<file path="src/rtl/lbus_pkg.sv">
package lbus_pkg;

  typedef enum logic [1:0] {
    LB_IDLE = 2'd0,
    LB_ADDR = 2'd1,
    LB_DATA = 2'd2
  } lb_state_e;

endpackage

</file>
<file path="src/rtl/lbus_seq.sv">
module lbus_seq
  import lbus_pkg::*;
#(
  parameter int NHALF = 2,
  localparam int PH_W = (NHALF > 1) ? $clog2(NHALF) : 1
) (
  input  logic            clk,
  input  logic            rst_n,
  input  logic            req_valid,
  input  logic            rdy_n,
  output lb_state_e       state,
  output logic [PH_W-1:0] phase,
  output logic            accept,
  output logic            beat_done,
  output logic            last_beat,
  output logic            done
);

  localparam logic [PH_W-1:0] LAST_PH = PH_W'(NHALF - 1);

  lb_state_e       state_q;
  logic [PH_W-1:0] phase_q;
  logic            done_q;

  assign accept    = (state_q == LB_IDLE) && req_valid;
  assign last_beat = (state_q == LB_DATA) && (phase_q == LAST_PH);
  assign beat_done = (state_q == LB_DATA) && !rdy_n;

  always_ff @(posedge clk or negedge rst_n) begin
    if (!rst_n) begin
      state_q <= LB_IDLE;
      phase_q <= '0;
      done_q  <= 1'b0;
    end else begin
      done_q <= beat_done && last_beat;
      unique case (state_q)
        LB_IDLE: if (accept) state_q <= LB_ADDR;
        LB_ADDR: begin
          state_q <= LB_DATA;
          phase_q <= '0;
        end
        LB_DATA: if (beat_done) begin
          if (phase_q == LAST_PH) begin
            state_q <= LB_IDLE;
            phase_q <= '0;
          end else begin
            phase_q <= phase_q + 1'b1;
          end
        end
        default: state_q <= LB_IDLE;
      endcase
    end
  end

  assign state = state_q;
  assign phase = phase_q;
  assign done  = done_q;

endmodule

</file>
<file path="src/rtl/lbus_wpath.sv">
module lbus_wpath
  import lbus_pkg::*;
#(
  parameter int ADDR_W = 16,
  parameter int BUS_W  = 16,
  parameter int WORD_W = 32,
  localparam int NHALF = WORD_W / BUS_W,
  localparam int PH_W  = (NHALF > 1) ? $clog2(NHALF) : 1
) (
  input  logic              clk,
  input  logic              rst_n,
  input  logic              accept,
  input  logic              req_write,
  input  logic [ADDR_W-1:0] req_addr,
  input  logic [WORD_W-1:0] req_wdata,
  input  lb_state_e         state,
  input  logic [PH_W-1:0]   phase,
  output logic [BUS_W-1:0]  ad_o,
  output logic              ad_oe,
  output logic              wr
);

  logic              wr_q;
  logic [ADDR_W-1:0] addr_q;
  logic [WORD_W-1:0] wdata_q;

  function automatic logic [BUS_W-1:0] slice_half(input logic [WORD_W-1:0] w,
                                                  input logic [PH_W-1:0] idx);
    return w[int'(idx)*BUS_W +: BUS_W];
  endfunction

  always_ff @(posedge clk or negedge rst_n) begin
    if (!rst_n) begin
      wr_q    <= 1'b0;
      addr_q  <= '0;
      wdata_q <= '0;
    end else if (accept) begin
      wr_q    <= req_write;
      addr_q  <= req_addr;
      wdata_q <= req_wdata;
    end
  end

  always_comb begin
    ad_o  = '0;
    ad_oe = 1'b0;
    if (state == LB_ADDR) begin
      ad_o  = BUS_W'(addr_q);
      ad_oe = 1'b1;
    end else if (state == LB_DATA && wr_q) begin
      ad_o  = slice_half(wdata_q, phase);
      ad_oe = 1'b1;
    end
  end

  assign wr = wr_q;

endmodule

</file>
<file path="src/rtl/lbus_rpath.sv">
module lbus_rpath #(
  parameter int BUS_W  = 16,
  parameter int WORD_W = 32,
  localparam int NHALF = WORD_W / BUS_W,
  localparam int PH_W  = (NHALF > 1) ? $clog2(NHALF) : 1
) (
  input  logic              clk,
  input  logic              rst_n,
  input  logic              capture,
  input  logic [PH_W-1:0]   phase,
  input  logic [BUS_W-1:0]  ad_i,
  output logic [WORD_W-1:0] rdata
);

  for (genvar g = 0; g < NHALF; g++) begin : g_lane
    logic [BUS_W-1:0] lane_q;
    always_ff @(posedge clk or negedge rst_n) begin
      if (!rst_n)                              lane_q <= '0;
      else if (capture && phase == PH_W'(g))   lane_q <= ad_i;
    end
    assign rdata[g*BUS_W +: BUS_W] = lane_q;
  end

endmodule

</file>
<file path="src/rtl/lbus_master.sv">
module lbus_master
  import lbus_pkg::*;
#(
  parameter int ADDR_W = 16,
  parameter int BUS_W  = 16,
  parameter int WORD_W = 32,
  localparam int NHALF = WORD_W / BUS_W,
  localparam int PH_W  = (NHALF > 1) ? $clog2(NHALF) : 1
) (
  input  logic              clk,
  input  logic              rst_n,
  input  logic              req_valid,
  input  logic              req_write,
  input  logic [ADDR_W-1:0] req_addr,
  input  logic [WORD_W-1:0] req_wdata,
  output logic              rsp_done,
  output logic [WORD_W-1:0] rsp_rdata,
  output logic              busy,
  output logic              bus_ads_n,
  output logic              bus_wr,
  output logic              bus_last_n,
  input  logic              bus_rdy_n,
  input  logic [BUS_W-1:0]  bus_ad_i,
  output logic [BUS_W-1:0]  bus_ad_o,
  output logic              bus_ad_oe
);

  lb_state_e       state;
  logic [PH_W-1:0] phase;
  logic            accept;
  logic            beat_done;
  logic            last_beat;
  logic            in_data;
  logic            rd_capture;

  lbus_seq #(.NHALF(NHALF)) u_seq (
    .clk       (clk),
    .rst_n     (rst_n),
    .req_valid (req_valid),
    .rdy_n     (bus_rdy_n),
    .state     (state),
    .phase     (phase),
    .accept    (accept),
    .beat_done (beat_done),
    .last_beat (last_beat),
    .done      (rsp_done)
  );

  lbus_wpath #(.ADDR_W(ADDR_W), .BUS_W(BUS_W), .WORD_W(WORD_W)) u_wpath (
    .clk       (clk),
    .rst_n     (rst_n),
    .accept    (accept),
    .req_write (req_write),
    .req_addr  (req_addr),
    .req_wdata (req_wdata),
    .state     (state),
    .phase     (phase),
    .ad_o      (bus_ad_o),
    .ad_oe     (bus_ad_oe),
    .wr        (bus_wr)
  );

  assign in_data    = (state == LB_DATA);
  assign rd_capture = beat_done && !bus_wr;

  lbus_rpath #(.BUS_W(BUS_W), .WORD_W(WORD_W)) u_rpath (
    .clk     (clk),
    .rst_n   (rst_n),
    .capture (rd_capture),
    .phase   (phase),
    .ad_i    (bus_ad_i),
    .rdata   (rsp_rdata)
  );

  assign busy       = (state != LB_IDLE);
  assign bus_ads_n  = !(state == LB_ADDR);
  assign bus_last_n = !last_beat;

endmodule

</file>
<file path="config.mk">
export PLATFORM = sky130hd
export DESIGN_NAME = lbus_master
export DESIGN_NICKNAME = d
export VERILOG_FILES = /design/src/rtl/lbus_pkg.sv /design/src/rtl/lbus_seq.sv /design/src/rtl/lbus_wpath.sv /design/src/rtl/lbus_rpath.sv /design/src/rtl/lbus_master.sv
export SDC_FILE = /design/constraint.sdc
export NUM_CORES = 1
export LEC_CHECK = 0
export BUFFER_PORTS_ARGS = -buffer_cell sky130_fd_sc_hd__buf_2
export CAP_MARGIN = 20
export CORE_AREA = 2 2 83 105
export CTS_CLUSTER_SIZE = 10
export DETAILED_ROUTE_END_ITERATION = 6
export DIE_AREA = 0 0 85 107
export GPL_ROUTABILITY_DRIVEN = 0
export GPL_TIMING_DRIVEN = 0
export PLACE_DENSITY_LB_ADDON = 0.1
export SYNTH_ARGS = -nofsm -noshare
export SYNTH_HDL_FRONTEND = slang
export SYNTH_SLANG_ARGS = --single-unit
</file>
<file path="constraint.sdc">
create_clock -name clk -period 1.31 [get_ports clk]
set_input_delay 0.0655 -clock clk [delete_from_list [all_inputs] [get_ports clk]]
set_output_delay 0.0655 -clock clk [all_outputs]
set_load 0.01 [all_outputs]
</file>
# [Word level (Yosys, flattened, before mapping)]
# Index checks and enable logic that the tools add are counted.
[word_totals] regBits=85 out_inout_bits=54 in_bits=69 wordCells=44
[classes] shift=1 n_reduce_logical=17 n_eq_ne=5 muxes=11 bitwise_logic=1 add_sub_neg=1
[op_table] op="16-bit two-way mux" n=2
[op_table] op="32-bit by 6-bit variable part select with 16-bit output" n=1
[op_table] op="1-bit logical AND" n=8
[op_table] op="2-bit two-way mux" n=3
[op_table] op="2-bit case mux with 3 select lines" n=1
[op_table] op="1-bit logical NOT" n=4
[op_table] op="1-bit two-way mux" n=4
[op_table] op="2-bit != test, second input constant" n=2
[op_table] op="2-bit nonzero test" n=2
[op_table] op="3-bit AND reduction" n=1
[op_table] op="2-bit by 1-bit == test with 1-bit output, second input constant" n=1
[op_table] op="2-bit == test, second input constant" n=1
[op_table] op="2-bit logical NOT" n=1
[op_table] op="2-bit by 1-bit != test with 1-bit output, second input constant" n=1
[op_table] op="1-bit case mux with 2 select lines" n=1
[op_table] op="2-bit AND reduction" n=1
[op_table] op="1-bit adder, second input constant" n=1
[op_table] op="1-bit NOT" n=1

# [Longest topological paths before layout]
[logic_depth] word_depth=4 mapped_depth=5 mapped_depth_nobuf=3

# [By module]
# From an unflattened synthesis, not the netlist that was laid out.
[unflattened] hier_cells=234 area_unflattened_um2=3687.3
[modules_own_cells] mod="lbus_wpath" area_each_um2=2222.1 seq_area_each_um2=1226.2 n_inst=1 cells_each=143
[modules_own_cells] mod="lbus_rpath" area_each_um2=1256.2 seq_area_each_um2=800.8 n_inst=1 cells_each=69
[modules_own_cells] mod="lbus_seq" area_each_um2=186.4 seq_area_each_um2=100.1 n_inst=1 cells_each=18
[modules_own_cells] mod="lbus_master" area_each_um2=22.5 seq_area_each_um2=0.0 n_inst=1 cells_each=4

# [Worst setup path before layout]
# Ideal clock, no wire load.
[synth_path] path_type="reg2reg" startpoint="reg u_seq.state_q[0], in the netlist u_seq.state[0]" endpoint="reg u_wpath.addr_q[10]" path_stages_with_launch=5 setup_time_ns=0.125 period_less_slack_ns=1.521 arrival_time_ns=1.396 slack_ns=-0.211 required_ns=1.185 path_buffers=1 cell_sequence="dfrtp_1 -> or2_1 -> nor2_2 -> buf_4 -> mux2_2"
[synth_via] elab_chain_cells=2
[synth_lines] item="start: declaration" line_no="lbus_seq.sv:21" text="lb_state_e state_q;"
[synth_lines] item="start signal: assignment" line_no="lbus_seq.sv:31" text="state_q <= LB_IDLE;"
[synth_lines] item="start signal: assignment" line_no="lbus_seq.sv:37" text="LB_IDLE: if (accept) state_q <= LB_ADDR;"
[synth_lines] item="start signal: assignment" line_no="lbus_seq.sv:39" text="state_q <= LB_DATA;"
[synth_lines] item="2-bit logical NOT" line_no="lbus_seq.sv:25" text="assign accept = (state_q == LB_IDLE) && req_valid;"
[synth_lines] item="1-bit logical AND" line_no="lbus_seq.sv:25"
[synth_lines] item="end signal: assignment" line_no="lbus_wpath.sv:39" text="addr_q <= req_addr;"
[synth_lines] item="end: declaration" line_no="lbus_wpath.sv:24" text="logic [ADDR_W-1:0] addr_q;"
# No other way between the ends.
# A chain may end at the register's enable or synchronous reset.

# [Worst setup path after layout]
[layout_path] startpoint="reg u_seq.state_q[1], in the netlist u_seq.state[1]" endpoint="reg u_wpath.wdata_q[9]"
[layout_via] elab_chain_cells=2
[layout_lines] item="2-bit logical NOT" line_no="lbus_seq.sv:25"
[layout_lines] item="1-bit logical AND" line_no="lbus_seq.sv:25"
[layout_lines] item="end signal: assignment" line_no="lbus_wpath.sv:40" text="wdata_q <= req_wdata;"
[layout_lines] item="end: declaration" line_no="lbus_wpath.sv:25" text="logic [WORD_W-1:0] wdata_q;"
# No other way between the ends.

==> out/summary.md <==
### GRT
- 3022 — vias in the first global route
- 53 — largest net degree at the start of global routing
- 0 — initial antenna violation count
- 21.4% — overall routing resource usage
- 14.9 mm — wire length of the first global-routing pass
- 0 — remaining global-route overflow

### Cells and area
- sky130_fd_sc_hd__buf_2 — most common cell after layout, fill and taps aside
- 5820 um2 — Layout Cell Area excl Fill
- 59.7% — share of layout cells above drive strength 1
- 536 — number of nets in the layout
- 118 x sky130_fd_sc_hd__buf_2, 83 x sky130_fd_sc_hd__dfrtp_1, 66 x sky130_fd_sc_hd__dlygate4sd3_1, 45 x sky130_fd_sc_hd__mux2_4, 36 x sky130_fd_sc_hd__mux2_2 — leading cell types in the layout, fill and taps excluded
- 63.6% — area overhead of the layout relative to synthesis
- 0 — antenna diode count

### Job
- 0 — max-cap check violation count

### Yosys
- multiplexers — main combinational cell family by area after synthesis
- 316 — net count after synthesis
- 25 — Cell variety after synth
- 0% — Adder-Cell Fraction of Synth Area
- 30.1% — multiplexer share of the synthesized area
- 247 — Synth Instances
- 3560 um2 — cell area after synthesis
- 14.4 um2 — mean post-synth cell area
- 0 — warnings from Yosys
- 85 — flops & latches, synth
- 4.78% — Synth Area in Simple Gates
- 59.8% — post-synthesis sequential area ratio
- 2.85% — compound-gate portion of the synthesized area
- 0% — parity-gate share of the synthesized area counting xor and xnor cells

### STA
- 0.00850 ns — worst clock skew on the final layout
- 0 — max-slew violation count
- -0.311 ns — worst setup margin
- -25.41 ns — final total negative setup slack
- 0.464 ns — transition time of the tightest slew-check pin
- 0 — number of hold violations in the final report
- 101 — count of final setup violators
- 1.62 ns — post-route minimum period
- 69.1% — worst max-slew margin expressed relative to the limit
- 617 MHz — fmax
- yes — unrepaired setup endpoints after global routing
- 124% — share of the cycle needed by the critical path after routing

### Floorplanning
- 123 — I/O pin total
- 9100 um2 — overall die area
- 37 — cell row count
- 107 um — Die Height
- 85 um — width of the die
- 43.9% — effective utilization at floorplan
- 8100 um2 — core area

### Power
- 2.87 nW — leakage power
- 1.17 mV — maximum ir drop on the vdd rail
- 2070 nW/um2 — Power per Cell Area

### Clocking
- 2 — clk buf depth
- 3 — maximum level of the CTS H-tree
- sky130_fd_sc_hd__clkbuf_8 — Clock Tree Root
- 9 — number of buffers added by the clock tree synthesis step
- 0.36 ns — latest clock arrival within the worst-skew pair
- 85 — total number of clock tree sinks
- 0.08 ns — Worst-path clk slew
- built — CTS tree

### Detailed routing
- 9.27 mm — final routed wirelength across all metal layers
- 4.87 — vias per std cell
- 0 — # DRC
- 2772 — total number of vias
- 16.3 um — detail-routed net length per standard cell
- 4 — DR pass1 iterations
- 32 — Iteration-0 DRC Markers
- 0 — Detail Route Antenna Nets

### Worst setup path
- u_seq.state[1] — startpoint of the lowest-slack register-to-register path
- 1.87 ns — CP Data Arrival Time
- reg2reg — critical path type
- sky130_fd_sc_hd__dfrtp_2 — slowest stage cell on the critical path
- 1.55 ns — data required time at the worst endpoint
- 5 — CP Max Fanout
- register — kind of start point of the critical path
- 0.43 ns — Slowest Stage Delay on Critical Path
- register — nature of the critical path endpoint
- or2_4 -> nor2_4 -> bufbuf_16 -> mux2_2 — ordered list of cells on the worst path
- u_seq.state[1] — launching instance or port of the critical path

### Placement
- 122 — Port Buf Inserts
- 4350 um2 — instance area after placement
- 5.40 mm — placed wire-length estimate

### Outcome
- complete, but fails checks — result of the run
- negative setup slack — violated checks

### Hold path
- in2reg — type of the worst min-delay path
- bus_rdy_n — start point of the worst hold path

worst max-delay path: cells and delay by family (launching register included):
| family | cells | cell delay [ns] |
|---|---|---|
| buffers and inverters | 1 | 0.30 |
| flip-flops | 1 | 0.43 |
| multiplexers | 1 | 0.33 |
| AND/OR/NAND/NOR | 2 | 0.45 |
Yosys cell counts:
cell type | n | area [um2]
sky130_fd_sc_hd__a21o_1 | 1 | 7.51
sky130_fd_sc_hd__mux2i_1 | 16 | 160
sky130_fd_sc_hd__inv_1 | 2 | 7.51
sky130_fd_sc_hd__or2_1 | 1 | 6.26
sky130_fd_sc_hd__nor2_1 | 1 | 3.75
sky130_fd_sc_hd__nor3_1 | 1 | 5.00
sky130_fd_sc_hd__nand2_2 | 2 | 12.5
sky130_fd_sc_hd__mux2_2 | 78 | 878
sky130_fd_sc_hd__clkbuf_1 | 2 | 7.51
sky130_fd_sc_hd__and2b_1 | 1 | 7.51
sky130_fd_sc_hd__buf_1 | 1 | 3.75
sky130_fd_sc_hd__or2b_1 | 2 | 15.0
sky130_fd_sc_hd__mux2_1 | 3 | 33.8
sky130_fd_sc_hd__a22o_1 | 1 | 8.76
sky130_fd_sc_hd__dfrtp_1 | 85 | 2130
sky130_fd_sc_hd__buf_6 | 2 | 22.5
sky130_fd_sc_hd__nor2b_1 | 2 | 12.5
sky130_fd_sc_hd__buf_2 | 2 | 10.0
sky130_fd_sc_hd__buf_4 | 5 | 37.5
sky130_fd_sc_hd__o21ai_0 | 17 | 85.1
sky130_fd_sc_hd__nor3b_4 | 1 | 18.8
sky130_fd_sc_hd__nand2_1 | 18 | 67.6
sky130_fd_sc_hd__nor3b_1 | 1 | 7.51
sky130_fd_sc_hd__nand3b_1 | 1 | 7.51
sky130_fd_sc_hd__nor2_2 | 1 | 6.26
kinds of logic (layout without fill, tap and decap cells):
kind of cell / count (synthesis) / count (layout)
and+or+nand+nor: 32 / 32
buffers and inverters: 14 / 239
AOI/OAI and AO/OA: 19 / 19
DFF: 85 / 85
muxes: 97 / 97
sequential cells by signal, summed over array words and instances (netlist names):
register and count:
u_seq.phase 1, u_rpath.g_lane.lane_q 32, u_wpath.wr 1, u_wpath.addr_q 16
u_wpath.wdata_q 32, u_seq.done 1, u_seq.state 2
power breakdown:
group | internal (mW) | total [mW] | leakage, nW | switching (mW)
Sequential | 3.91 | 4.64 | 1.02 | 0.729
Combinational | 3.47 | 5.73 | 1.76 | 2.26
Clock | 0.784 | 1.70 | 0.0921 | 0.918
routing by layer:
layer | wire length [um] | part of all wire (%) | track usage, %
met2 | 4860 | 52 | 37.8
met4 | 215 | 2.3 | 10.1
met3 | 413 | 4.5 | 3.46
met1 | 3780 | 41 | 25.1
met5 | 0 | 0 | 0
stage by stage:
step / setup WS, ns / hold slack (ns) / total power [mW] / util [%] / instances
2_1_floorplan: -0.180 / -0.230 / 7.18 / - / 247
4_1_cts: -0.312 / 0.0404 / 11.9 / 70.7 / 568
3_3_place_gp: -0.571 / 0.282 / 8.53 / 53.3 / 466
5_1_grt: -0.404 / 0.0741 / 12.8 / 71.9 / 569
3_5_place_dp: -0.430 / 0.0506 / 8.69 / 53.7 / 467
6_report: -0.311 / 0.0702 / 12.1 / 71.9 / 569
layout make-up:
cell class	instances	area, um2
plain buffers	10	149
clock buffers	12	155
clock inverters	4	22.5
fillers	594	2280
inverters	2	7.51
multi-input cells	148	1610
flip-flops and latches	85	2130
well taps	97	121
repair buffers	211	1630
final timing paths:
path / endpoint / slack, ns / cells after the start
hold / removal: u_seq.state[1] / 0.07 / 3
max in group asynchronous: u_seq.state[0] / 0.50 / 3
setup / recovery: u_wpath.wdata_q[9] / -0.31 / 4
setup reg to reg: u_wpath.wdata_q[9] / -0.31 / 4
hold reg to reg: u_rpath.g_lane[0].lane_q[9] / 0.50 / 1
min in group asynchronous: u_rpath.g_lane[1].lane_q[13] / 0.20 / 2
what timing repair did:
action	in CTS	in global routing
cloned	4	1
pin swaps	11	5
buffers inserted	17	6
gates resized for setup	99	32
endpoints found under the hold margin	114	0
endpoints found under the setup margin	102	102
hold buffers	66	0
Note: power is estimated with default switching activity, not from simulation.
